<file path="src/rtl/btb_pkg.sv">
package btb_pkg;
  localparam int CTR_W = 2;
  typedef logic [CTR_W-1:0] ctr_t;
  localparam ctr_t CTR_MAX   = 2'b11;
  localparam ctr_t CTR_MIN   = 2'b00;
  localparam ctr_t CTR_ALLOC = 2'b10;

  function automatic ctr_t ctr_step(input ctr_t c, input logic taken);
    ctr_t r;
    if (taken) r = (c == CTR_MAX) ? c : c + 2'd1;
    else       r = (c == CTR_MIN) ? c : c - 2'd1;
    return r;
  endfunction

  function automatic logic ctr_says_taken(input ctr_t c);
    return c[CTR_W-1];
  endfunction
endpackage

</file>
<file path="src/rtl/btb_store.sv">
module btb_store
  import btb_pkg::*;
#(
  parameter int PC_W  = 32,
  parameter int IDX_W = 4
) (
  input  logic             clk,
  input  logic             rst_n,
  input  logic [IDX_W-1:0] a_idx,
  output logic             a_valid,
  output logic [PC_W-1:0]  a_tag,
  output logic [PC_W-1:0]  a_tgt,
  output ctr_t             a_ctr,
  input  logic [IDX_W-1:0] b_idx,
  output logic             b_valid,
  output logic [PC_W-1:0]  b_tag,
  output logic [PC_W-1:0]  b_tgt,
  output ctr_t             b_ctr,
  input  logic             wr_en,
  input  logic [IDX_W-1:0] wr_idx,
  input  logic [PC_W-1:0]  wr_tag,
  input  logic [PC_W-1:0]  wr_tgt,
  input  ctr_t             wr_ctr
);
  localparam int ENTRIES = 1 << IDX_W;

  logic [ENTRIES-1:0] vld_q;
  logic [PC_W-1:0]    tag_q [ENTRIES];
  logic [PC_W-1:0]    tgt_q [ENTRIES];
  ctr_t               ctr_q [ENTRIES];

  for (genvar e = 0; e < ENTRIES; e++) begin : g_entry
    logic sel;
    assign sel = wr_en && (wr_idx == IDX_W'(e));

    always_ff @(posedge clk or negedge rst_n) begin
      if (!rst_n)   vld_q[e] <= 1'b0;
      else if (sel) vld_q[e] <= 1'b1;
    end

    always_ff @(posedge clk) begin
      if (sel) begin
        tag_q[e] <= wr_tag;
        tgt_q[e] <= wr_tgt;
        ctr_q[e] <= wr_ctr;
      end
    end
  end

  always_comb begin
    a_valid = vld_q[a_idx];
    a_tag   = tag_q[a_idx];
    a_tgt   = tgt_q[a_idx];
    a_ctr   = ctr_q[a_idx];
    b_valid = vld_q[b_idx];
    b_tag   = tag_q[b_idx];
    b_tgt   = tgt_q[b_idx];
    b_ctr   = ctr_q[b_idx];
  end
endmodule

</file>
<file path="src/rtl/btb_lookup.sv">
module btb_lookup
  import btb_pkg::*;
#(
  parameter int PC_W = 32
) (
  input  logic [PC_W-1:0] pc,
  input  logic            ent_valid,
  input  logic [PC_W-1:0] ent_tag,
  input  logic [PC_W-1:0] ent_tgt,
  input  ctr_t            ent_ctr,
  output logic            hit,
  output logic            taken,
  output logic [PC_W-1:0] next_pc
);
  localparam logic [PC_W-1:0] STEP = PC_W'(4);

  always_comb begin
    hit     = ent_valid && (ent_tag == pc);
    taken   = hit && ctr_says_taken(ent_ctr);
    next_pc = taken ? ent_tgt : pc + STEP;
  end
endmodule

</file>
<file path="src/rtl/btb_resolve.sv">
module btb_resolve
  import btb_pkg::*;
#(
  parameter int PC_W  = 32,
  parameter int IDX_W = 4
) (
  input  logic             res_valid,
  input  logic             res_ctrl,
  input  logic [PC_W-1:0]  res_pc,
  input  logic             res_taken,
  input  logic [PC_W-1:0]  res_target,
  input  logic [PC_W-1:0]  res_pred_next,
  input  logic             ent_valid,
  input  logic [PC_W-1:0]  ent_tag,
  input  logic [PC_W-1:0]  ent_tgt,
  input  ctr_t             ent_ctr,
  output logic             mispredict,
  output logic [PC_W-1:0]  correct_next,
  output logic             wr_en,
  output logic [IDX_W-1:0] wr_idx,
  output logic [PC_W-1:0]  wr_tag,
  output logic [PC_W-1:0]  wr_tgt,
  output ctr_t             wr_ctr
);
  localparam logic [PC_W-1:0] STEP = PC_W'(4);

  logic ent_hit;

  always_comb begin
    correct_next = res_taken ? res_target : res_pc + STEP;
    mispredict   = res_valid && (res_pred_next != correct_next);
    ent_hit      = ent_valid && (ent_tag == res_pc);

    wr_idx = res_pc[IDX_W+1:2];
    wr_tag = res_pc;
    wr_tgt = ent_tgt;
    wr_ctr = ent_ctr;
    wr_en  = 1'b0;

    if (res_valid && res_ctrl) begin
      if (ent_hit) begin
        wr_en  = 1'b1;
        wr_ctr = ctr_step(ent_ctr, res_taken);
        if (mispredict && res_taken) wr_tgt = res_target;
      end else if (res_taken) begin
        wr_en  = 1'b1;
        wr_tgt = res_target;
        wr_ctr = CTR_ALLOC;
      end
    end
  end
endmodule

</file>
<file path="src/rtl/btb_predictor.sv">
module btb_predictor
  import btb_pkg::*;
#(
  parameter int PC_W  = 32,
  parameter int IDX_W = 4
) (
  input  logic            clk,
  input  logic            rst_n,
  input  logic [PC_W-1:0] fetch_pc,
  output logic [PC_W-1:0] next_pc,
  output logic            pred_hit,
  output logic            pred_taken,
  input  logic            res_valid,
  input  logic            res_ctrl,
  input  logic [PC_W-1:0] res_pc,
  input  logic            res_taken,
  input  logic [PC_W-1:0] res_target,
  input  logic [PC_W-1:0] res_pred_next,
  output logic            kill,
  output logic [PC_W-1:0] redirect_pc
);
  logic             a_valid, b_valid;
  logic [PC_W-1:0]  a_tag, a_tgt, b_tag, b_tgt;
  ctr_t             a_ctr, b_ctr;
  logic             wr_en;
  logic [IDX_W-1:0] wr_idx;
  logic [PC_W-1:0]  wr_tag, wr_tgt;
  ctr_t             wr_ctr;
  logic             mispredict;
  logic [PC_W-1:0]  correct_next;

  btb_store #(.PC_W(PC_W), .IDX_W(IDX_W)) u_store (
    .clk(clk), .rst_n(rst_n),
    .a_idx(fetch_pc[IDX_W+1:2]), .a_valid(a_valid), .a_tag(a_tag),
    .a_tgt(a_tgt), .a_ctr(a_ctr),
    .b_idx(res_pc[IDX_W+1:2]), .b_valid(b_valid), .b_tag(b_tag),
    .b_tgt(b_tgt), .b_ctr(b_ctr),
    .wr_en(wr_en), .wr_idx(wr_idx), .wr_tag(wr_tag),
    .wr_tgt(wr_tgt), .wr_ctr(wr_ctr)
  );

  btb_lookup #(.PC_W(PC_W)) u_lookup (
    .pc(fetch_pc), .ent_valid(a_valid), .ent_tag(a_tag),
    .ent_tgt(a_tgt), .ent_ctr(a_ctr),
    .hit(pred_hit), .taken(pred_taken), .next_pc(next_pc)
  );

  btb_resolve #(.PC_W(PC_W), .IDX_W(IDX_W)) u_resolve (
    .res_valid(res_valid), .res_ctrl(res_ctrl), .res_pc(res_pc),
    .res_taken(res_taken), .res_target(res_target),
    .res_pred_next(res_pred_next),
    .ent_valid(b_valid), .ent_tag(b_tag), .ent_tgt(b_tgt), .ent_ctr(b_ctr),
    .mispredict(mispredict), .correct_next(correct_next),
    .wr_en(wr_en), .wr_idx(wr_idx), .wr_tag(wr_tag),
    .wr_tgt(wr_tgt), .wr_ctr(wr_ctr)
  );

  always_ff @(posedge clk or negedge rst_n) begin
    if (!rst_n) begin
      kill        <= 1'b0;
      redirect_pc <= '0;
    end else begin
      kill        <= mispredict;
      redirect_pc <= correct_next;
    end
  end
endmodule

</file>
<file path="config.mk">
export PLATFORM = sky130hd
export DESIGN_NAME = btb_predictor
export DESIGN_NICKNAME = d
export VERILOG_FILES = /design/src/rtl/btb_pkg.sv /design/src/rtl/btb_store.sv /design/src/rtl/btb_lookup.sv /design/src/rtl/btb_resolve.sv /design/src/rtl/btb_predictor.sv
export SDC_FILE = /design/constraint.sdc
export NUM_CORES = 2
export LEC_CHECK = 0
export BUFFER_PORTS_ARGS = -buffer_cell sky130_fd_sc_hd__buf_2
export CAP_MARGIN = 20
export CORE_UTILIZATION = 63
export CTS_CLUSTER_DIAMETER = 150
export DETAILED_ROUTE_END_ITERATION = 8
export GPL_TIMING_DRIVEN = 0
export MAX_ROUTING_LAYER = met4
export PLACE_DENSITY = 0.82
export SLEW_MARGIN = 40
export SYNTH_ARGS = -nofsm -noshare
export SYNTH_HDL_FRONTEND = slang
export SYNTH_SLANG_ARGS = --single-unit
</file>
<file path="constraint.sdc">
create_clock -name clk -period 5.8 [get_ports clk]
set_input_delay 0.58 -clock clk [delete_from_list [all_inputs] [get_ports clk]]
set_output_delay 0.58 -clock clk [all_outputs]
set_load 0.02 [all_outputs]
</file>
-- Yosys cells after proc, flatten, opt, wreduce, memory -nomap -nowiden
Memories as Yosys holds them, arrays and structs flattened.
Cells that the tools add are included.
- add/sub/neg operators: 4
- magnitude comparators: 2
- mux-type cells: 186
- reductions and logical operators: 69
- eq/ne operators: 19
- operators with widths (operator ; number):
    32-bit 2-to-1 mux ; 36
    32-bit OR reduction ; 30
    4-bit 2-to-1 mux ; 45
    1-bit 2-to-1 mux ; 82
    32-bit by 3-bit adder with 32-bit output, second input constant ; 2
    32-bit == test ; 2
    2-bit 2-to-1 mux ; 21
    4-bit == test, second input constant ; 8
    32-bit inequality test ; 1
    2-bit OR reduction ; 15
    1-bit logical AND ; 22
    4-bit by 3-bit == test with 1-bit output, second input constant ; 4
    4-bit by 5-bit < comparator with 1-bit output, second input constant ; 2
    1-bit binary-select mux with 4-bit select ; 2
    4-bit by 2-bit == test with 1-bit output, second input constant ; 2
    4-bit by 1-bit == test with 1-bit output, second input constant ; 1
    4-bit logical NOT ; 1
    2-bit by 1-bit adder with 2-bit output, second input constant ; 1
    2-bit == test, second input constant ; 1
    2-bit logical NOT ; 1
    2-bit by 1-bit subtractor with 2-bit output, second input constant ; 1
- input bits: 133
- register bits: 49
- memory bits (writable): 1056
- output and inout port bits: 67
- logic and storage cells: 301
- memories kept: 3
- memory list (name ; words ; width ; rd ports ; clocked after Yosys merged registers in ; wr ports ; RTL line ; source):
    u_store.tag_q ; 16 ; 32 ; 2 ; 0 ; 1 ; btb_store.sv:28 ; logic [PC_W-1:0] tag_q [ENTRIES];
    u_store.tgt_q ; 16 ; 32 ; 2 ; 0 ; 1 ; btb_store.sv:29 ; logic [PC_W-1:0] tgt_q [ENTRIES];
    u_store.ctr_q ; 16 ; 2 ; 2 ; 0 ; 1 ; btb_store.sv:30 ; ctr_t ctr_q [ENTRIES];

-- Depth between registers and ports, before layout
- word-level depth: 24
- mapped depth: 16
- gate-level depth less buffers: 10

-- Hierarchy
From an unflattened synthesis, not the netlist that was laid out.
- cells, all modules: 2924
- area total of the unflattened synthesis: 53705.3 µm²
- by module, submodules not included (module ; seq. area each (µm²) ; cells each ; instances ; area an instance (µm²)):
    btb_store ; 32110.8 ; 2235 ; 1 ; 47845.9
    btb_resolve ; 0.0 ; 481 ; 1 ; 3535.9
    btb_lookup ; 0.0 ; 175 ; 1 ; 1497.7
    btb_predictor ; 825.8 ; 33 ; 1 ; 825.8

-- Worst setup path after synthesis
No wires, ideal clock.
- path type: input-to-reg
- start: input res_pc[2]
- end: memory u_store.ctr_q[15][0] (netlist name) (enable)
- data arrival time: 4.860 ns
- slack: 0.508 ns
- stages on the path: 14
- library setup time: 0.432 ns
- data required time: 5.368 ns
- buffers on the path: 6
- cells stage by stage: buf_6 -> buf_12 -> buf_8 -> buf_2 -> mux4_2 -> mux2i_1 -> xnor2_1 -> nor4_1 -> a21oi_1 -> and4bb_2 -> or2_2 -> clkbuf_1 -> clkbuf_1 -> and3_1
- elaborated cells on any way between the ends: 116
- classes of those cells: eq/ne: 16; mux: 66; reduce/logical: 33; memory: 1
- RTL lines (element ; RTL line ; source):
    from (decl) ; btb_predictor.sv:15 ; input logic [PC_W-1:0] res_pc,
    memory 16 x 32 bit or 1-bit binary-select mux with 4-bit select (tied branches) ; -- ;
    32-bit == test or 1-bit 2-to-1 mux (tied branches) ; btb_resolve.sv:32, btb_store.sv:55 ;
    1-bit logical AND ; btb_resolve.sv:32 ; ent_hit = ent_valid && (ent_tag == res_pc);
    1-bit 2-to-1 mux ; btb_resolve.sv:41 ; if (ent_hit) begin
    1-bit 2-to-1 mux ; btb_resolve.sv:40 ; if (res_valid && res_ctrl) begin
    1-bit logical AND * ; btb_store.sv:34 ; assign sel = wr_en && (wr_idx == IDX_W'(e));
    named net u_store.g_entry[15].sel ; btb_store.sv:33 ; logic sel;
    1-bit 2-to-1 mux * ; btb_store.sv:42 ; if (sel) begin
    1-bit 2-to-1 mux (implied by the code) * ; btb_store.sv:45 ; ctr_q[e] <= wr_ctr;
    2-bit OR reduction (no source line) ; -- ;
    4-bit 2-to-1 mux (no source line) or 1-bit 2-to-1 mux (tied branches) ; -- ;
    to (decl) ; btb_store.sv:30 ;
Mark *: on every way through the listed nets, which the timed path passes. The rest lies on a longest branch. The select of a mux whose other input is x is not followed.

-- Final worst setup path
- start: input fetch_pc[3]
- end: output next_pc[27]
- word-level cells in the longest chain between the ends: 5
- elaborated cells on any way between the ends: 10
- classes of those cells: add/sub: 1; eq/ne: 1; mux: 3; reduce/logical: 2; memory: 3
- RTL lines (element ; RTL line ; source):
    from (decl) ; btb_predictor.sv:9 ; input logic [PC_W-1:0] fetch_pc,
    memory 16 x 32 bit or 1-bit binary-select mux with 4-bit select (tied branches) ; -- ;
    32-bit == test or 1-bit 2-to-1 mux (tied branches) ; btb_lookup.sv:18, btb_store.sv:51 ;
    1-bit logical AND ; btb_lookup.sv:18 ; hit = ent_valid && (ent_tag == pc);
    1-bit logical AND ; btb_lookup.sv:19 ; taken = hit && ctr_says_taken(ent_ctr);
    32-bit 2-to-1 mux * ; btb_lookup.sv:20 ; next_pc = taken ? ent_tgt : pc + STEP;
    to (decl) ; btb_predictor.sv:10 ; output logic [PC_W-1:0] next_pc,
Every way passes the cells marked *; elsewhere a longest branch is shown, timed or not. The select of a mux whose other input is x is not followed.

==> impl_metrics.tcl <==
set metrics [dict create \
    grtUsageMet2_pct 65.2 \
    place.gp.congestion 1.02 \
    ant_nets 0 \
    worst_pin_slew_ps 941 \
    grtUsageTotal_pct 45.6 \
    fillers 4955 \
    p_leak_uw 0.0200 \
    grt_max_degree 50 \
    path_cells "buf_2 -> buf_2 -> buf_4 -> buf_4 -> buf_4 -> buf_2 -> buf_4 -> clkbuf_4 -> clkbuf_2 -> mux4_2 -> mux4_2 -> mux2_1 -> buf_2" \
    wl_per_cell_um 43.2 \
    routed_via_density 7.95 \
    drv_cap 0 \
    clock_sinks 1105 \
    grt_pass1_vias 34600 \
    io_pins 200 \
    async_flop_share_pct 4.43 \
    firstDrtPassIters 6 \
    rsz0062_at_grt "false" \
    die_w_um 295 \
    yosys-top-cells-area "edfxtp_1 (59%), mux4_2 (23%), dfrtp_1 (2.3%)" \
    p_per_area_nw_per_um2 296 \
    synth.yosys.warnings 0 \
    dieArea_um2 87000 \
    top_usage_layer "met2" \
    cp.arrival_ps 5190 \
    crit_start "fetch_pc[3]" \
    htree_levels 3 \
    dr.first_iter.drc_count 6152 \
    fmaxAchievable_mhz 173 \
    final_common_cell "edfxtp_1" \
    end_kind "primary output" \
    cp_data_required_time_ps 5220 \
    dp.cells 4135 \
    peakVddDrop_uv 336 \
    antenna_found_initial 22 \
    fp-row-count 107 \
    grt_pass1_wl_um 259000 \
    layout_common_cells "edfxtp_1 (1056), mux4_2 (548), buf_2 (253)" \
    synth_nets 2895 \
    synth_cell_types 81 \
    path_class "primary input to primary output" \
    use_met1_pct 56.0 \
    nNetsFinal 3247 \
    core_um2 85100 \
    r2r-start "u_store.tag_q[7][19]" \
    use_met3_pct 14.7 \
    vias 34800 \
    timing.final.ws_setup_ps 30.2 \
    slew_viol_final 0 \
    hold_viol 0 \
    synth_area_um2 54100 \
    clock_latency_ps 720 \
    area_growth_pct 13.4 \
    tritoncts "done" \
    numPortBuffers 193 \
    yosysSeqAreaShare_pct 60.9 \
    routed_wl_um 189000 \
    critPathLaunchType "primary input" \
    setup_viol 0 \
    synth_top_area_share_pct 58.6 \
    drc_errors 0 \
    synth-seq-cells 1105 \
    holdWs_ps 143 \
    dp_hpwl_um 126000 \
    path_clk_slew_ps 60 \
    fin_cells 4375 \
    slowest_stage "mux4_2" \
    post-route-period-util_pct 99.5 \
    netlist_instances 2756 \
    synthFlopType "edfxtp_1" \
    yosys.area.top_type "edfxtp_1" \
    drive_gt1_share_pct 40.1 \
    slowest_delay_ps 560 \
    fin_crit_ps 5770 \
    outcome "completed" \
    maxSlewHeadroom_pct 37.3 \
    cts_root_buffer "clkbuf_16" \
    synth.avg_cell_area_um2 19.6 \
    numCtsBuffers 111 \
    hp-class "primary input to register" \
    synth_edf_count 1056 \
    worstHoldStart "res_target[30]" \
    grt_overflow_total 0 \
    skew_ps 24.7 \
    dieHeight_um 295 \
    cts_max_path_buffers 3 \
    pre_cts_ws_ps -1100 \
    cp_max_fo 10 \
    start_util_pct 63.5 \
]
[through the flow]
step | util [%] | instance area (um2) | total power (uW) | setup TNS (ps)
3_5_place_dp | 67.5 | 57500 | 11100 | -829620
4_1_cts | 71.8 | 61100 | 18000 | 0
6_report | 72.1 | 61300 | 18100 | 0
2_1_floorplan | - | 54100 | 10300 | 0
3_3_place_gp | 66.3 | 56500 | 11000 | -4477120
5_1_grt | 72.0 | 61300 | 18400 | 0
[Yosys cell counts, drive strengths merged, types with 4 or more instances]
cell type / n
a2111oi: 7
a211oi: 10
a21oi: 21
a221oi: 14
a22o: 10
a22oi: 7
a31o: 17
a31oi: 4
and2: 8
and3: 31
and4: 7
buf: 122
clkbuf: 80
dfrtp: 49
dlygate4sd3: 5
edfxtp: 1056
ha: 6
inv: 22
mux2: 79
mux2i: 62
mux4: 602
nand2: 76
nand2b: 12
nand3: 39
nand4: 36
nor2: 46
nor2b: 14
nor3: 18
nor4: 25
nor4b: 4
o21ai: 36
o221ai: 4
o22ai: 7
o32ai: 7
xnor2: 111
xor2: 57
[power by group]
part	internal [uW]	leakage, uW	switching (uW)
sequential	8900	0.0101	58.0
clock	4000	0.00173	3120
combinational	802	0.00822	1260
total	13700	0.0200	4430
[critical path: cells and delay by family]
family   cells  cell delay, ps
buf+inv     10            3280
mux          3            1290
[repair_timing]
action                     CTS  global route
resized for setup           35            24
hold endpoints to repair    49             0
setup buffers                2             4
hold buffers                 1             0
pin swaps                    2             4
setup endpoints to repair  182           216
[cell families (layout without fill, tap and decap cells)]
group                      count (synthesis)  after routing  share of synthesized area (%)
buffers and inverters                    229            673                           2.21
adders and majority gates                  7              7                          0.157
DFF                                     1105           1105                           60.9
AOI/OAI and AO/OA                        169            169                           2.30
xor gates and xnor gates                 169            169                           2.76
muxes                                    743            743                           28.3
and+or+nand+nor                          334            334                           3.33
other                                      0             31                              0
[final cells by class]
class / instances / area (um2) / area share, %
inverter: 22 / 82.6 / 0.135
tap: 1144 / 1430 / 2.33
clock inverter: 69 / 624 / 1.02
clock buffer: 136 / 2900 / 4.73
sequential: 1105 / 32900 / 53.7
multi-input combinational: 1422 / 20200 / 32.9
antenna: 31 / 77.6 / 0.126
timing repair buffer: 242 / 1880 / 3.07
buffer: 204 / 1250 / 2.03
[routing by layer]
metal | wire (um) | up-vias
li1 | - | 12600
met3 | 29100 | 851
met5 | 0 | -
met2 | 85500 | 3716
met1 | 58900 | 17600
met4 | 15400 | 0
[sequential cells by signal, indices dropped and copies added (netlist names)]
name           count
u_store.ctr_q     32
u_store.tgt_q    512
u_store.vld_q     16
u_store.tag_q    512
kill               1
redirect_pc       32
[path summary, 6_finish.rpt]
kind                                               to  slack (ps)  depth (start not counted)
worst min register to register       u_store.vld_q[4]         500                          1
worst max register to register  u_store.tag_q[11][17]        1100                         13
worst min-delay path                  redirect_pc[30]         140                          3
max in group asynchronous                        kill        4940                          2
min in group asynchronous             redirect_pc[11]         400                          2
worst max-delay path                      next_pc[27]          30                         13
(Power assumes the default switching activity.)
